## src/rtl/wdreq_pkg.sv

```systemverilog
package wdreq_pkg;

   localparam int SLOTS_PER_CLK = 4;
   localparam int SLOT_W        = 2;
   // Smallest latency whose request still lands at least one cycle after the CAS
   localparam int MIN_LAT       = 2 * SLOTS_PER_CLK;

   typedef struct packed {
      logic early;
      logic slot;
      logic lat;
      logic overlap;
   } wdreq_err_t;

   // Even slot and duplicate bit consistent with the slot select
   function automatic logic slot_legal(input logic [SLOT_W-1:0] s, input logic hi);
      return (s[0] == 1'b0) && (hi == s[1]);
   endfunction

endpackage

```

## src/rtl/wdreq_cas_check.sv

```systemverilog
module wdreq_cas_check
   import wdreq_pkg::*;
#(
   parameter int MAX_LAT = 48,
   parameter int LAT_W   = 6,
   parameter int IDX_W   = 4
) (
   input  logic              cal_done,
   input  logic              wr_cas,
   input  logic [SLOT_W-1:0] cas_slot,
   input  logic              cas_slot_hi,
   input  logic [LAT_W-1:0]  wr_lat,
   output logic              accept,
   output logic              bad_early,
   output logic              bad_slot,
   output logic              bad_lat,
   output logic [IDX_W-1:0]  ins_idx,
   output logic [SLOT_W-1:0] ins_phase
);

   localparam int SUM_W = LAT_W + 1;

   logic [SUM_W-1:0] total;
   logic             sok;
   logic             lok;

   always_comb begin
      total = SUM_W'(cas_slot) + SUM_W'(wr_lat);
      sok   = slot_legal(cas_slot, cas_slot_hi);
      lok   = (int'(wr_lat) >= MIN_LAT) && (int'(wr_lat) <= MAX_LAT);
   end

   // Precedence: calibration, then slot code, then latency
   always_comb begin
      bad_early = wr_cas && !cal_done;
      bad_slot  = wr_cas && cal_done && !sok;
      bad_lat   = wr_cas && cal_done && sok && !lok;
      accept    = wr_cas && cal_done && sok && lok;
   end

   // Request goes out one system cycle before the data cycle; the stage
   // index counts the cycles after the one that follows the CAS.
   always_comb begin
      int d;
      d = int'(total) / SLOTS_PER_CLK - 2;
      ins_idx   = accept ? IDX_W'(d) : '0;
      ins_phase = total[SLOT_W-1:0];
   end

endmodule

```

## src/rtl/wdreq_delay_line.sv

```systemverilog
module wdreq_delay_line #(
   parameter int DEPTH  = 14,
   parameter int TAG_W  = 5,
   parameter int RANK_W = 2,
   parameter int PH_W   = 2,
   parameter int IDX_W  = 4
) (
   input  logic              clk,
   input  logic              rst_n,
   input  logic              ins,
   input  logic [IDX_W-1:0]  ins_idx,
   input  logic [TAG_W-1:0]  ins_tag,
   input  logic [RANK_W-1:0] ins_rank,
   input  logic [PH_W-1:0]   ins_phase,
   output logic              head_v,
   output logic [TAG_W-1:0]  head_tag,
   output logic [RANK_W-1:0] head_rank,
   output logic [PH_W-1:0]   head_phase,
   output logic              collide
);

   logic [DEPTH-1:0]             v;
   logic [DEPTH-1:0]             v_up;
   logic [DEPTH-1:0][TAG_W-1:0]  tg;
   logic [DEPTH-1:0][TAG_W-1:0]  tg_up;
   logic [DEPTH-1:0][RANK_W-1:0] rk;
   logic [DEPTH-1:0][RANK_W-1:0] rk_up;
   logic [DEPTH-1:0][PH_W-1:0]   ph;
   logic [DEPTH-1:0][PH_W-1:0]   ph_up;

   for (genvar i = 0; i < DEPTH; i++) begin : g_stage
      // What this stage takes when nothing is inserted: the stage above it
      if (i == DEPTH - 1) begin : g_last
         assign v_up[i]  = 1'b0;
         assign tg_up[i] = '0;
         assign rk_up[i] = '0;
         assign ph_up[i] = '0;
      end else begin : g_mid
         assign v_up[i]  = v[i+1];
         assign tg_up[i] = tg[i+1];
         assign rk_up[i] = rk[i+1];
         assign ph_up[i] = ph[i+1];
      end

      logic              s_v;
      logic [TAG_W-1:0]  s_tg;
      logic [RANK_W-1:0] s_rk;
      logic [PH_W-1:0]   s_ph;
      logic              load;

      // An occupied target keeps the older request
      assign load = ins && (ins_idx == IDX_W'(i)) && !v_up[i];

      always_ff @(posedge clk or negedge rst_n) begin
         if (!rst_n) begin
            s_v  <= 1'b0;
            s_tg <= '0;
            s_rk <= '0;
            s_ph <= '0;
         end else if (load) begin
            s_v  <= 1'b1;
            s_tg <= ins_tag;
            s_rk <= ins_rank;
            s_ph <= ins_phase;
         end else begin
            s_v  <= v_up[i];
            s_tg <= tg_up[i];
            s_rk <= rk_up[i];
            s_ph <= ph_up[i];
         end
      end

      assign v[i]  = s_v;
      assign tg[i] = s_tg;
      assign rk[i] = s_rk;
      assign ph[i] = s_ph;
   end

   assign collide    = ins && v_up[ins_idx];
   assign head_v     = v[0];
   assign head_tag   = tg[0];
   assign head_rank  = rk[0];
   assign head_phase = ph[0];

endmodule

```

## src/rtl/wr_data_req_sched.sv

```systemverilog
module wr_data_req_sched
   import wdreq_pkg::*;
#(
   parameter int MAX_LAT = 48,
   parameter int TAG_W   = 5,
   parameter int RANK_W  = 2,
   parameter int LAT_W   = $clog2(MAX_LAT + 1)
) (
   input  logic              clk,
   input  logic              rst_n,
   input  logic              cal_done,
   input  logic              wr_cas,
   input  logic [1:0]        cas_slot,
   input  logic              cas_slot_hi,
   input  logic [RANK_W-1:0] cas_rank,
   input  logic [TAG_W-1:0]  cas_tag,
   input  logic [LAT_W-1:0]  wr_lat,
   output logic              wd_req,
   output logic [TAG_W-1:0]  wd_req_tag,
   output logic [RANK_W-1:0] wd_req_rank,
   output logic [1:0]        wd_req_phase,
   output logic              err_early,
   output logic              err_slot,
   output logic              err_lat,
   output logic              err_overlap
);

   localparam int DEPTH = MAX_LAT / SLOTS_PER_CLK + 2;
   localparam int IDX_W = $clog2(DEPTH);

   if (MAX_LAT < MIN_LAT) begin : g_chk_lat
      $error("MAX_LAT must be at least %0d", MIN_LAT);
   end
   if (LAT_W < $clog2(MAX_LAT + 1)) begin : g_chk_latw
      $error("LAT_W too narrow for MAX_LAT");
   end
   if (TAG_W < 1 || RANK_W < 1) begin : g_chk_fields
      $error("TAG_W and RANK_W must be positive");
   end

   logic              accept;
   logic              bad_early;
   logic              bad_slot;
   logic              bad_lat;
   logic [IDX_W-1:0]  ins_idx;
   logic [SLOT_W-1:0] ins_phase;
   logic              collide;
   wdreq_err_t        err_q;

   wdreq_cas_check #(
      .MAX_LAT (MAX_LAT),
      .LAT_W   (LAT_W),
      .IDX_W   (IDX_W)
   ) cas_check_i (
      .cal_done    (cal_done),
      .wr_cas      (wr_cas),
      .cas_slot    (cas_slot),
      .cas_slot_hi (cas_slot_hi),
      .wr_lat      (wr_lat),
      .accept      (accept),
      .bad_early   (bad_early),
      .bad_slot    (bad_slot),
      .bad_lat     (bad_lat),
      .ins_idx     (ins_idx),
      .ins_phase   (ins_phase)
   );

   wdreq_delay_line #(
      .DEPTH  (DEPTH),
      .TAG_W  (TAG_W),
      .RANK_W (RANK_W),
      .PH_W   (SLOT_W),
      .IDX_W  (IDX_W)
   ) line_i (
      .clk        (clk),
      .rst_n      (rst_n),
      .ins        (accept),
      .ins_idx    (ins_idx),
      .ins_tag    (cas_tag),
      .ins_rank   (cas_rank),
      .ins_phase  (ins_phase),
      .head_v     (wd_req),
      .head_tag   (wd_req_tag),
      .head_rank  (wd_req_rank),
      .head_phase (wd_req_phase),
      .collide    (collide)
   );

   always_ff @(posedge clk or negedge rst_n) begin
      if (!rst_n) begin
         err_q <= '0;
      end else begin
         err_q.early   <= bad_early;
         err_q.slot    <= bad_slot;
         err_q.lat     <= bad_lat;
         err_q.overlap <= collide;
      end
   end

   assign err_early   = err_q.early;
   assign err_slot    = err_q.slot;
   assign err_lat     = err_q.lat;
   assign err_overlap = err_q.overlap;

endmodule

```

## config.mk

```make
export PLATFORM = sky130hd
export DESIGN_NAME = wr_data_req_sched
export DESIGN_NICKNAME = d
export VERILOG_FILES = /design/src/rtl/wdreq_pkg.sv /design/src/rtl/wdreq_cas_check.sv /design/src/rtl/wdreq_delay_line.sv /design/src/rtl/wr_data_req_sched.sv
export SDC_FILE = /design/constraint.sdc
export NUM_CORES = 1
export LEC_CHECK = 0
export ABC_CLOCK_PERIOD_IN_PS = 2100
export BUFFER_PORTS_ARGS = -buffer_cell sky130_fd_sc_hd__buf_2
export CAP_MARGIN = 5
export CORE_ASPECT_RATIO = 0.9
export CORE_UTILIZATION = 25
export CTS_CLUSTER_SIZE = 25
export DETAILED_ROUTE_END_ITERATION = 12
export GPL_TIMING_DRIVEN = 0
export HOLD_SLACK_MARGIN = 0.03
export PLACE_DENSITY_LB_ADDON = 0.12
export SETUP_SLACK_MARGIN = 0.1
export SYNTH_ARGS = -nofsm -noshare
export SYNTH_HDL_FRONTEND = slang
export SYNTH_SLANG_ARGS = --single-unit
```

## constraint.sdc

```tcl
create_clock -name clk -period 2.1 [get_ports clk]
set_input_delay 0.42 -clock clk [delete_from_list [all_inputs] [get_ports clk]]
set_output_delay 0.42 -clock clk [all_outputs]
set_load 0.01 [all_outputs]
```

==> results.yml <==
logic_synthesis:
  async_reset_ff_share_pct: 100
  synthFlopType: "dfrtp_1"
  syn_area_per_cell_um2: 15.3
  ys_seq_area_share_pct: 61.8
  synth_cells: 381
  ys.warnings.count: 0
  synth_top_area_cell: "dfrtp_1"
  synth.area.top_cells: "dfrtp_1 (62%), mux2_2 (21%), mux2_4 (2.3%), nor4_4 (1.5%), and2_1 (1.2%)"
  syn-num-nets: 405
  synth_top_area_share_pct: 61.8
  synth_seq_cells: 144
  syn_area_mm2: 0.00583
  synth_cell_types: 49
  synth_enable_flop_cells: 0
route:
  vias: 3335
  drc_errors: 0
  wl_met1_um: 5960
  wirelength_um: 12600
  postRouteAntennaNets: 0
  top_layer: "met4"
  wl_met2_um: 6150
  dr.pass1.iters: 4
  wl_met3_um: 372
  vias_per_cell: 4.20
  post_drt_wl_per_cell_um: 15.9
  drt_iter0_drc: 207
timing:
  grt_setup_unrepaired: "yes"
  hold_viol_final: 0
  timing.final.ws_setup_ps: -582
  post-route-min-period_ps: 2680
  max_freq_mhz: 373
  skew_ps: 5.90
  maxSlewViolCount: 0
  post-route-period-util_pct: 128
  worstMarginPinSlew_ps: 576
  setup_viol: 138
  relSlewSlack_pct: 61.6
power_and_ir_drop:
  clkPwrFrac_pct: 48.8
  power_frac_comb_pct: 10.1
  peakVddDrop_mv: 0.560
  netSwitchingPower_mw: 1.53
  p_per_area_mw_per_mm2: 831
  p_int_mw: 5.47
  swShare_pct: 21.9
  p_leak_nw: 4.06
  pwr-share-seq_pct: 41.1
global_routing:
  grt_start_max_net_pins: 95
  gr-total-overflow: 0
  first_global_vias: 3473
  grt_usage_pct: 11.1
  antenna_found_initial: 0
  grt_pass1_wl_um: 20000
floorplanning:
  fp.dieW_um: 163
  core-area_mm2: 0.0227
  io_pins: 34
  start_util_pct: 25.7
  rows: 52
  die_h_um: 147
  die_area_mm2: 0.0239
place:
  dp_slack_ps: -1500
  hpwlAfterDp_um: 7360
  port_buffers: 32
  globalplace.congestion: 0.771
clocking:
  cts_tree: "built"
  clkSlewWorstSetupHoldPaths_ps: 60
  cts.sinks: 144
  clock_path_buffers: 2
  insertion_delay_ps: 420
  htree_levels: 4
  numCtsBuffers: 17
  cts_root_buffer: "clkbuf_16"
outcome:
  violations: "negative setup slack"
  status: "finished, violations left"
layout:
  final_layout_size_suffix_gt1_share_pct: 59.0
  area_growth_pct: 44.6
  antenna_cells: 0
  final_util_pct: 37.2
  nNetsFinal: 509
setup_path:
  cp.required_ps: 2400
  cp_max_fo: 9
  cp_top_family: "adder cells"
  cp-end-kind: "flip-flop"
  cp_num_buf_inv: 2
  cpMaxStageDelayCell: "or4_4"
  cp.arrival_ps: 2980
  crit_chain: "buf_8 -> ha_4 -> fa_2 -> nand3_2 -> xor2_2 -> ha_4 -> xnor2_4 -> xor2_4 -> or4_4 -> nor2_4 -> buf_12 -> mux2_4"
  crit_top_cell: "ha_4"
  cp-start-kind: "input port"
  cp_slowest_stage_delay_ps: 480
  worst-setup-path-type: "input port to flip-flop"
run:
  maxCapViolations: 0
hold_path:
  hold_class: "input port to flip-flop"
-- area by class of cell --
cell class / instances / area, um2
Buffer: 17 / 143
Clock buffer: 21 / 460
Clock inverter: 10 / 208
Fill cell: 2158 / 14300
Inverter: 2 / 7.51
Multi-Input combinational cell: 218 / 2770
Sequential cell: 144 / 3600
Tap cell: 297 / 372
Timing Repair Buffer: 85 / 876
-- Yosys cell counts, types with 2 or more instances --
master / instances
ha_1: 3
or4_4: 2
clkbuf_1: 11
nor2b_1: 2
mux2_4: 9
o21bai_1: 4
and4_1: 2
mux2_2: 108
nor3_1: 3
nand3_1: 6
xor2_1: 4
a31o_2: 2
a21o_1: 4
nand2_2: 3
nand2_1: 9
nor4_1: 2
nand3_2: 2
nor4_4: 4
xnor2_1: 3
nor2_1: 5
nand2b_1: 5
and2_1: 11
buf_2: 2
inv_1: 2
dfrtp_1: 144
a21oi_1: 2
o21ai_0: 3
buf_6: 3
-- per-stage QoR --
step	instances	area, um2	power, mW	setup TNS [ps]	hold WS [ps]
6_report	794	8440	7.01	-64430	180
5_1_grt	794	8440	7.32	-74990	170
4_1_cts	776	8050	7.03	-62670	163
3_5_place_dp	712	6700	3.42	-162370	403
3_3_place_gp	710	6660	3.41	-396050	458
2_1_floorplan	381	6120	3.22	-85180	124
-- cells in the final DEF (no fill, tap or decap), types with 6 or more instances in the layout --
cell type	synthesis	layout
and2_4	0	9
buf_12	0	9
buf_2	2	28
buf_4	0	17
buf_6	3	28
bufinv_16	0	6
clkbuf_1	11	11
clkbuf_16	0	22
dfrtp_1	144	144
mux2_2	108	18
mux2_4	9	99
nand2_1	9	8
nor4_4	4	6
-- metal layers --
metal,GRT usage [%],vias up
met1,15.3,1712
met4,4.49,0
li1,-,1561
met2,16.4,49
met5,0,-
met3,2.96,13
-- worst reg2reg max path, cell delays in order (launching register included) --
cell	delay (ps)
dfrtp_1	400
or4_4	550
buf_8	180
mux2_4	310
-- registers in the layout, indices dropped and copies added (netlist names) --
signal and count:
line_i.g_stage.s_tg 65, line_i.head_rank 2, err_early 1, line_i.g_stage.s_ph 26
line_i.g_stage.s_rk 26, line_i.head_phase 2, line_i.head_tag 5, err_lat 1
err_slot 1, line_i.head_v 1, line_i.g_stage.s_v 13, err_overlap 1
-- repair_timing --
item | CTS | global route
buffers inserted | 30 | 15
cloned | 3 | 5
endpoints found under the hold margin | 50 | 0
pin swaps | 20 | 16
setup endpoints to repair | 141 | 141
resized for setup | 80 | 48
hold buffers | 1 | 0
-- power groups by stage --
| stage | clock network, mW | registers, mW | logic (mW) |
|---|---|---|---|
| 3_3_place_gp | 0 | 2.93 | 0.481 |
| 3_5_place_dp | 0 | 2.93 | 0.496 |
| 5_1_grt | 3.66 | 2.88 | 0.775 |
| 4_1_cts | 3.51 | 2.88 | 0.638 |
| 6_report | 3.42 | 2.88 | 0.710 |
| 2_1_floorplan | 0 | 2.93 | 0.293 |
-- worst paths after layout --
path	from	end	slack (ps)	cells past startpoint
min in group asynchronous	rst_n	line_i.head_tag[4]	510	2
setup reg to reg	line_i.g_stage[13].s_v	line_i.g_stage[12].s_tg[1]	540	3
max in group asynchronous	rst_n	line_i.g_stage[12].s_ph[0]	740	3
hold reg to reg	line_i.g_stage[4].s_tg[4]	line_i.g_stage[3].s_tg[4]	470	1
setup / recovery	cas_slot[0]	line_i.g_stage[9].s_tg[0]	-580	12
hold / removal	cal_done	err_early	180	2
-- logic make-up (layout without fill, tap and decap cells) --
family          count (synthesis)  count (layout)  share of synthesized area [%]
flops                         144             144                           61.8
mux                           118             118                           23.3
simple gates                   66              66                           8.13
compound gates                 23              23                           3.07
buf+inv                        19             135                           1.65
xor+xnor                        7               7                           1.05
fa+ha+maj                       4               4                          0.987
No activity file was read; power rests on OpenSTA's default activity.
